`src/rtl/bidir_bus_reg.sv`:
```
module bidir_bus_reg #(
  parameter int W = 8
) (
  input  logic         clk,
  input  logic         rst_n,
  input  logic         a_en,
  input  logic         dir_ab,
  input  logic         par_mode,
  input  logic         async_mode,
  input  logic         ser_in,
  input  logic [W-1:0] a_in,
  output logic [W-1:0] a_out,
  output logic [W-1:0] a_oe,
  input  logic [W-1:0] b_in,
  output logic [W-1:0] b_out,
  output logic [W-1:0] b_oe,
  output logic         ser_out
);

  logic [W-1:0] q;
  logic [W-1:0] par_src;
  logic [W-1:0] nxt;
  logic [W-1:0] shown;
  logic         drive_a;
  logic         drive_b;
  logic         bypass;

  assign drive_a = a_en & ~dir_ab;
  assign drive_b = dir_ab;
  assign bypass  = par_mode & async_mode;

  always_comb begin
    if (dir_ab) par_src = a_en ? a_in : q;
    else        par_src = b_in;
  end

  assign nxt   = par_mode ? par_src : {q[W-2:0], ser_in};
  assign shown = bypass ? par_src : q;

  always_ff @(posedge clk) begin
    if (!rst_n) q <= '0;
    else        q <= nxt;
  end

  assign a_oe    = {W{drive_a}};
  assign b_oe    = {W{drive_b}};
  assign a_out   = drive_a ? shown : '0;
  assign b_out   = drive_b ? shown : '0;
  assign ser_out = q[W-1];

endmodule

```
`config.mk`:
```
export PLATFORM = sky130hd
export DESIGN_NAME = bidir_bus_reg
export DESIGN_NICKNAME = d
export VERILOG_FILES = /design/src/rtl/bidir_bus_reg.sv
export SDC_FILE = /design/constraint.sdc
export NUM_CORES = 1
export LEC_CHECK = 0
export BUFFER_PORTS_ARGS = -buffer_cell sky130_fd_sc_hd__buf_2
export CORE_ASPECT_RATIO = 1.75
export CORE_MARGIN = 4
export CORE_UTILIZATION = 39
export DETAILED_ROUTE_END_ITERATION = 8
export PLACE_DENSITY = 0.76
export SETUP_SLACK_MARGIN = 0.1
export SYNTH_ARGS = -nofsm -noshare
export SYNTH_HDL_FRONTEND = slang
export SYNTH_SLANG_ARGS = --single-unit
```
`constraint.sdc`:
```
create_clock -name clk -period 2 [get_ports clk]
set_input_delay 0.6 -clock clk [delete_from_list [all_inputs] [get_ports clk]]
set_output_delay 0.6 -clock clk [all_outputs]
set_load 0.02 [all_outputs]
```
==> qor.yml, run 1 <==
sta:
  fin_crit_ns: 2.02
  skew_ns: 0.00188
  relSlewSlack_pct: 80.5
  rsz0062_at_grt: "yes"
  timing.hold.ws_ns: 0.557
  fin_setup_tns_ns: -0.0318
  worst_slack_ns: -0.0187
  hold_violations: 0
  setup_viol: 3
  max_slew.worst_pin.slew_ns: 0.292
  maxSlewViolCount: 0
  period_share_pct: 101
  fmax_mhz: 495
final_layout:
  final_cell_mix: "buf_2, nand2_1, buf_4"
  largest_reg_flops: 8
  fin_util_pct: 60.8
  syn2layout_area_growth_pct: 49.6
  diodes: 0
  final_common_cell: "buf_2"
  regMostFlops: "q"
  nets: 189
  reg.largest.list: "q (8)"
  drive_gt1_share_pct: 57.9
placement:
  port_buffers: 55
  hpwl_mm: 2.23
  place_ws_ns: -0.0841
  routabilityCongestion: 0.780
status:
  violations: "negative setup slack"
  status: "finished, violations left"
clock_tree:
  cts_sinks: 8
  cts-htree-levels: 1
  cts-root-buf: "clkbuf_8"
  cts_inserted_buffers: 3
  path_clk_slew_ns: 0.04
  cts_hold_buf: 0
  insertion_delay_ns: 0.22
  cts_tree: "yes"
  clock_path_buffers: 2
power:
  vdd_drop_max_mv: 0.502
  cellLeakagePower_uw: 0.000643
  power_density_mw_per_mm2: 458
grt:
  grtUsageMet2_pct: 35.5
  grt-busiest-layer: "met2"
  use_met1_pct: 15.1
  grt_pass1_vias: 1006
  grt_max_degree: 18
  grtUsageTotal_pct: 17.2
  antenna_found_initial: 0
  met3_usage_pct: 3.95
  grt-ovfl-total: 0
  grt_pass1_wl_mm: 4.26
yosys:
  netlist_area_um2: 936
  syn_inst: 121
  synth_nets: 144
  ys_ff_latch: 8
  yosysWarnings: 0
  synth_cell_type_count: 19
  synth.area.top_cells: "dfxtp_1, mux2i_1, buf_4, nand2_1, o221ai_1"
  synth_top_area_share_pct: 17.1
  syn_area_per_cell_um2: 7.73
  yosys.area.top_type: "dfxtp_1"
  yosysSeqAreaShare_pct: 17.1
drt:
  via_per_inst: 5.31
  drt_iter0_drc: 14
  ant_nets: 0
  drc: 0
  dr_total_vias: 1003
  routed_wl_mm: 2.65
  drtPass1Iterations: 2
  wl_per_cell_um: 14.0
floorplan:
  dieWidth_um: 45.0
  fp.dieArea_mm2: 0.00328
  die_h_um: 72.8
  start_util_pct: 40.7
  num_rows: 23
  io_pins: 56
  core_area_mm2: 0.00230
min_path:
  hold_path_class: "register to register"
setup_path:
  path_class: "input pin to output port"
  critPathCaptureType: "output port"
  cp-start-kind: "input pin"
  arrival_ns: 1.42
  cp_max_fo: 8
  crit_required_ns: 1.40
job:
  max-cap-violations: 0
==> metrics by stage <==
step / cells / instance area, um2 / total power [uW]
after floorplan: 121 / 1070 / 376
after global placement: 184 / 1240 / 428
after detailed placement: 184 / 1240 / 431
after CTS: 189 / 1390 / 647
after global routing: 189 / 1400 / 677
final: 189 / 1400 / 641
==> cell families (layout without fill, tap and decap cells) <==
group | count (synthesis) | count (layout) | share of synthesized area [%]
muxes | 16 | 16 | 17.1
AOI/OAI and AO/OA | 24 | 24 | 20.2
buffers and inverters | 29 | 72 | 21.1
and+or+nand+nor | 44 | 44 | 24.5
DFF | 8 | 8 | 17.1
==> worst paths after layout <==
kind | from | endpoint | slack [ns] | depth (start not counted)
setup / recovery | async_mode | b_out[2] | -0.02 | 4
hold / removal | q[2] | q[3] | 0.56 | 2
setup reg to reg | q[4] | q[4] | 1.22 | 2
hold reg to reg | q[2] | q[3] | 0.56 | 2
==> synthesized netlist by cell type (all sizes together) <==
cell,n
buf,27
nand2,23
mux2i,16
nand3,9
a21bo,8
a21oi,8
dfxtp,8
nand3b,8
o221ai,7
nand2b,2
and3,1
clkbuf,1
inv,1
nand4b,1
o211ai,1
==> what timing repair did <==
action / in CTS / in global routing
pin swaps: 9 / 1
hold endpoints to repair: 0 / 0
gates resized for setup: 28 / 2
endpoints found under the setup margin: 16 / 16
buffers inserted: 2 / 0
==> per-layer routing <==
| metal | part of all wire, % | wire length (um) | up-vias |
|---|---|---|---|
| met4 | 1.5 | 40 | 0 |
| met5 | 0 | 0 | - |
| li1 | - | - | 499 |
| met2 | 60 | 1600 | 37 |
| met1 | 31 | 809 | 463 |
| met3 | 7.6 | 202 | 4 |
==> where the power goes <==
| part | leakage, uW | switching [uW] | internal, uW |
|---|---|---|---|
| clock network | 0.0000216 | 60.1 | 130 |
| registers | 0.0000659 | 12.4 | 172 |
| logic | 0.000555 | 141 | 125 |
| total | 0.000643 | 214 | 427 |
==> cell type report <==
class	count	area [um2]
clock buffers	3	41.3
fillers	224	902
inverters	1	3.75
multi-input cells	84	686
flip-flops and latches	8	160
well taps	25	31.3
repair buffers	68	478
==> worst max-delay path: stages <==
cell and delay, ns:
buf_8 0.07, and3_4 0.33, mux2i_4 0.27, buf_6 0.14
No activity file was read; power rests on OpenSTA's default activity.
==> run 2, diff against run 1 <==
CORE_ASPECT_RATIO = not set   (was 1.75)
CORE_UTILIZATION = 43   (was 39)
PLACE_DENSITY = 0.8   (was 0.76)
clock period = 2.25 ns   (was 2 ns; I/O delays follow)
==> qor.yml, run 2 (synthesis gave the netlist of run 1 again) <==
clock_tree:
  cts_inserted_buffers: 3  # unchanged
  cts_hold_buf: 0  # unchanged
  clock_path_buffers: 2  # unchanged
  cts-htree-levels: 1  # unchanged
  path_clk_slew_ns: 0.06  # +0.02 ns
  cts-root-buf: "clkbuf_4"
  cts_tree: "yes"
  insertion_delay_ns: 0.25  # +0.03 ns
  cts_sinks: 8  # unchanged
final_layout:
  regMostFlops: "q"
  final_cell_mix: "buf_2, nand2_1, buf_4"
  largest_reg_flops: 8  # unchanged
  reg.largest.list: "q (8)"
  fin_util_pct: 61.5  # +0.69 points
  final_common_cell: "buf_2"
  diodes: 0  # unchanged
  nets: 182  # -3.7%
  final_area_mm2: 0.00124  # -11%
  fillers: 198  # -12%
  drive_gt1_share_pct: 53.5  # -4.4 points
  syn2layout_area_growth_pct: 32.9
grt:
  grtUsageTotal_pct: 18.3  # +1.1 points
  antenna_found_initial: 0  # unchanged
  grt-ovfl-total: 0  # unchanged
  grt_pass1_wl_mm: 4.02  # -5.8%
  grt_max_degree: 27  # +9
  grt_pass1_vias: 918  # -8.7%
job:
  max-cap-violations: 0  # unchanged
setup_path:
  regToRegSetupSlack_ns: 1.50  # +0.28 ns
  arrival_ns: 1.50  # +0.08 ns
  crit_path_end: "b_out[5]"
  critPathCaptureType: "output port"
  crit_required_ns: 1.57  # +0.17 ns
  rr_startpoint: "q[4]"
  r2r_end: "q[4]"
  startpoint: "par_mode"
  cp-start-kind: "input pin"
  cp_max_fo: 8  # unchanged
  path_class: "input pin to output port"
  rr_worst_depth: 2  # unchanged
sta:
  fmax_mhz: 460
  timing.hold.ws_ns: 0.547  # -0.0104 ns
  setup_viol: 0  # -3
  period_share_pct: 96.5
  max_slew.worst_pin.slew_ns: 0.302  # +0.00923 ns
  fin_setup_tns_ns: 0  # +0.0318 ns
  fin_crit_ns: 2.17
  rsz0062_at_grt: "yes"
  hold_violations: 0  # unchanged
  maxSlewViolCount: 0  # unchanged
  skew_ns: 0.00174  # -0.000136 ns
  relSlewSlack_pct: 79.9  # -0.62 points
placement:
  routabilityCongestion: 0.824  # +5.6%
  hpwl_mm: 1.91  # -14%
  port_buffers: 55  # unchanged
  post_dp_cell_area_mm2: 0.00115  # -7.7%
power:
  p_sw_uw: 180  # -16%
  cellLeakagePower_uw: 0.000587  # -8.7%
  power.internal_uw: 309  # -28%
  pwr-share-clk_pct: 23.1  # -6.6 points
  p_comb_share_pct: 43.9  # +2.3 points
  power_density_mw_per_mm2: 393  # -14%
  p_sw_share_pct: 36.8  # +3.4 points
  vdd_drop_max_mv: 0.282  # -44%
  p_total_uw: 489  # -24%
  pwr-share-seq_pct: 33.1  # +4.4 points
drt:
  drtPass1Iterations: 5  # +3
  drt_iter0_drc: 14  # unchanged
  dr_total_vias: 977  # -2.6%
  ant_nets: 0  # unchanged
  via_per_inst: 5.31  # about the same
  wl_per_cell_um: 14.4  # +2.4%
  drc: 0  # unchanged
  routed_wl_mm: 2.64  # -0.26%
floorplan:
  core_area_mm2: 0.00202  # -12%
  dieWidth_um: 54.7  # +21%
  start_util_pct: 46.3  # +5.6 points
  fp.dieArea_mm2: 0.00299  # -8.9%
  num_rows: 16  # -30%
  die_h_um: 54.7  # -25%
  io_pins: 56  # unchanged
min_path:
  hold_path_class: "register to register"
  hold_path_depth: 2  # unchanged
status:
  status: "completed"
run 2: cell types whose count changed in the layout (fill, tap and decap cells not counted), sizes merged:
| cell | before | now |
|---|---|---|
| buf | 68 | 61 |
run 2: worst min-delay path by stage:
stage	startpoint	slack [ns]	to
floorplan	q[0]	0.50	q[1]
global placement	q[6]	0.52	q[7]
detailed placement	q[0]	0.53	q[1]
CTS	q[0]	0.54	q[1]
global route	q[5]	0.59	q[6]
finish	q[0]	0.55	q[1]
run 2: power groups by stage:
stage / Clock, uW / Combinational, uW / Sequential (uW)
after global routing: 128 / 231 / 163
after global placement: 0 / 196 / 164
final: 113 / 215 / 162
after CTS: 117 / 213 / 161
after detailed placement: 0 / 200 / 164
after floorplan: 0 / 155 / 163
run 2: layout make-up:
cell class | instances | area (um2) | area share, %
inverters | 1 | 3.75 | 0.302
multi-input cells | 84 | 631 | 50.7
repair buffers | 61 | 393 | 31.6
clock buffers | 3 | 22.5 | 1.81
well taps | 27 | 33.8 | 2.72
flip-flops and latches | 8 | 160 | 12.9
run 2: per-layer routing:
| metal | routed length, um | global-route usage [%] |
|---|---|---|
| met4 | 0 | 4.15 |
| met5 | 0 | 0 |
| met2 | 1320 | 33.7 |
| met3 | 220 | 3.54 |
| met1 | 1100 | 21.3 |
run 2: worst max-delay path: stages:
cell and delay, ns:
buf_8 0.08, and3_4 0.32, mux2i_2 0.25, buf_4 0.17
run 2: through the flow:
stage / setup WS, ns / instances
global placement: 0.0148 / 180
finish: 0.0784 / 184
global route: 0.0425 / 184
CTS: 0.0829 / 184
floorplan: 0.0580 / 121
detailed placement: 0.00577 / 180
run 2: what timing repair did:
item	CTS	global route
gates resized for setup	17	6
endpoints found under the setup margin	24	21
buffers inserted	1	0
pin swaps	1	0
==> run 3, diff against run 2 <==
CORE_ASPECT_RATIO = 1.75   (was not set)
CORE_UTILIZATION = 39   (was 43)
PLACE_DENSITY = 0.76   (was 0.8)
clock period = 1.85 ns   (was 2.25 ns; I/O delays follow)
==> qor.yml, run 3 (synthesis gave the netlist of run 1 again) <==
status:
  status: "finished, violations left"
  violations: "negative setup slack"
final_layout:
  final_common_cell: "buf_2"
  seq_area_um2: 160  # unchanged
  final_cell_mix: "buf_2, buf_6, nand2_1, buf_4"
  largest_reg_flops: 8  # unchanged
  multiInputGateArea_um2: 738  # +17%
  nets: 190  # +4.4%
  diodes: 0  # unchanged
  regMostFlops: "q"
  final_area_mm2: 0.00157  # +26%
  fillers: 187  # -5.6%
  fin_util_pct: 68.0  # +6.5 points
  reg.largest.list: "q (8)"
  drive_gt1_share_pct: 58.8  # +5.3 points
  syn2layout_area_growth_pct: 67.2
drt:
  wl_per_cell_um: 14.7  # +2.3%
  dr_total_vias: 1025  # +4.9%
  highest_layer: "met4"
  via_per_inst: 5.39  # +1.6%
  met3_length_um: 186  # -15%
  drc: 0  # unchanged
  wl_met1_um: 970  # -11%
  met2WireLength_mm: 1.58  # +19%
  drt_iter0_drc: 15  # +1
  drtPass1Iterations: 4  # -1
  routed_wl_mm: 2.79  # +5.6%
  ant_nets: 0  # unchanged
clock_tree:
  cts_hold_buf: 0  # unchanged
  cts_sinks: 8  # unchanged
  insertion_delay_ns: 0.23  # -0.02 ns
  post_cts_buffers: 0  # -1
  clock_path_buffers: 2  # unchanged
  cts-root-buf: "clkbuf_8"
  cts_inserted_buffers: 3  # unchanged
  cts-htree-levels: 1  # unchanged
  path_clk_slew_ns: 0.04  # -0.02 ns
  cts_tree: "yes"
sta:
  rsz0062_at_grt: "yes"
  skew_ns: 0.00139  # -0.000349 ns
  relSlewSlack_pct: 79.7  # -0.17 points
  fmax_mhz: 524
  fin_crit_ns: 1.91
  max_slew.worst_pin.slew_ns: 0.304  # +0.00253 ns
  setup_viol: 12  # +12
  worst_slack_ns: -0.0596  # -0.138 ns
  hold_violations: 0  # unchanged
  maxSlewViolCount: 0  # unchanged
  period_share_pct: 103
power:
  p_comb_share_pct: 44.2  # +0.3 points
  pwr-share-seq_pct: 26.7  # -6.4 points
  power.internal_uw: 489  # +58%
  p_sw_uw: 254  # +41%
  vdd_drop_max_mv: 0.459  # +62%
  pwr-share-clk_pct: 29.1  # +6.0 points
  power_density_mw_per_mm2: 475  # +21%
  cellLeakagePower_uw: 0.000671  # +14%
  p_sw_share_pct: 34.2  # -2.7 points
placement:
  hpwl_mm: 2.26  # +18%
  routabilityCongestion: 0.862  # +4.6%
  post_dp_cell_area_mm2: 0.00134  # +17%
  place_ws_ns: -0.135  # -0.141 ns
  port_buffers: 55  # unchanged
floorplan:
  die_h_um: 72.8  # +33%
  core_area_mm2: 0.00230  # +14%
  start_util_pct: 40.7  # -5.6 points
  io_pins: 56  # unchanged
  fp.dieArea_mm2: 0.00328  # +9.7%
  num_rows: 23  # +7
  dieWidth_um: 45.0  # -18%
grt:
  grt_pass1_vias: 1026  # +12%
  grt-ovfl-total: 0  # unchanged
  antenna_found_initial: 0  # unchanged
  grtUsageTotal_pct: 17.9  # -0.34 points
  grt_pass1_wl_mm: 4.41  # +9.8%
  grt_max_degree: 18  # -33%
setup_path:
  critPathCaptureType: "output port"
  path_class: "input pin to output port"
  arrival_ns: 1.35  # -0.15 ns
  rr_worst_depth: 2  # unchanged
  cp-start-kind: "input pin"
  crit_required_ns: 1.29  # -0.28 ns
  cp_max_fo: 4  # -4
min_path:
  hold_path_depth: 2  # unchanged
  hold_path_class: "register to register"
job:
  max-cap-violations: 0  # unchanged
## run 3: area by class of cell
class | count | share of cell area [%]
Inverter | 1 | 0.719
Sequential cell | 8 | 10.2
Timing Repair Buffer | 69 | 37.3
Clock buffer | 3 | 2.64
Tap cell | 25 | 2.00
Multi-Input combinational cell | 84 | 47.2
## run 3: routing by layer
metal	track usage, %	up-vias
li1	-	503
met4	7.82	0
met1	17.6	471
met3	1.48	7
met5	0	-
met2	35.2	44
## run 3: repair_timing
item	CTS	global route
endpoints found under the setup margin	24	24
pin swaps	5	4
gates resized for setup	51	3
## run 3: final timing paths
kind	start	endpoint	slack, ns
min reg2reg	q[2]	q[3]	0.56
max	par_mode	b_out[7]	-0.06
min	q[2]	q[3]	0.56
max reg2reg	q[4]	q[4]	1.06
## run 3: per-stage QoR
step | hold WS (ns) | power [uW] | cells | setup TNS (ns)
after detailed placement | 0.541 | 488 | 187 | -1.47
after CTS | 0.553 | 744 | 190 | -0.552
after floorplan | 0.496 | 421 | 121 | -0.174
after global routing | 0.578 | 777 | 190 | -0.860
after global placement | 0.529 | 481 | 187 | -1.17
final | 0.556 | 743 | 190 | -0.495
## run 3: worst max-delay path, cell delays in order
cell and delay (ns):
buf_8 0.08, and3_4 0.21, buf_12 0.14, mux2i_4 0.23
buf_6 0.14
## run 3: power by group through the flow
stage	logic, uW	clock network, uW	registers [uW]
CTS	328	219	198
global placement	281	0	200
floorplan	222	0	199
detailed placement	287	0	201
finish	329	216	198
global route	350	227	200
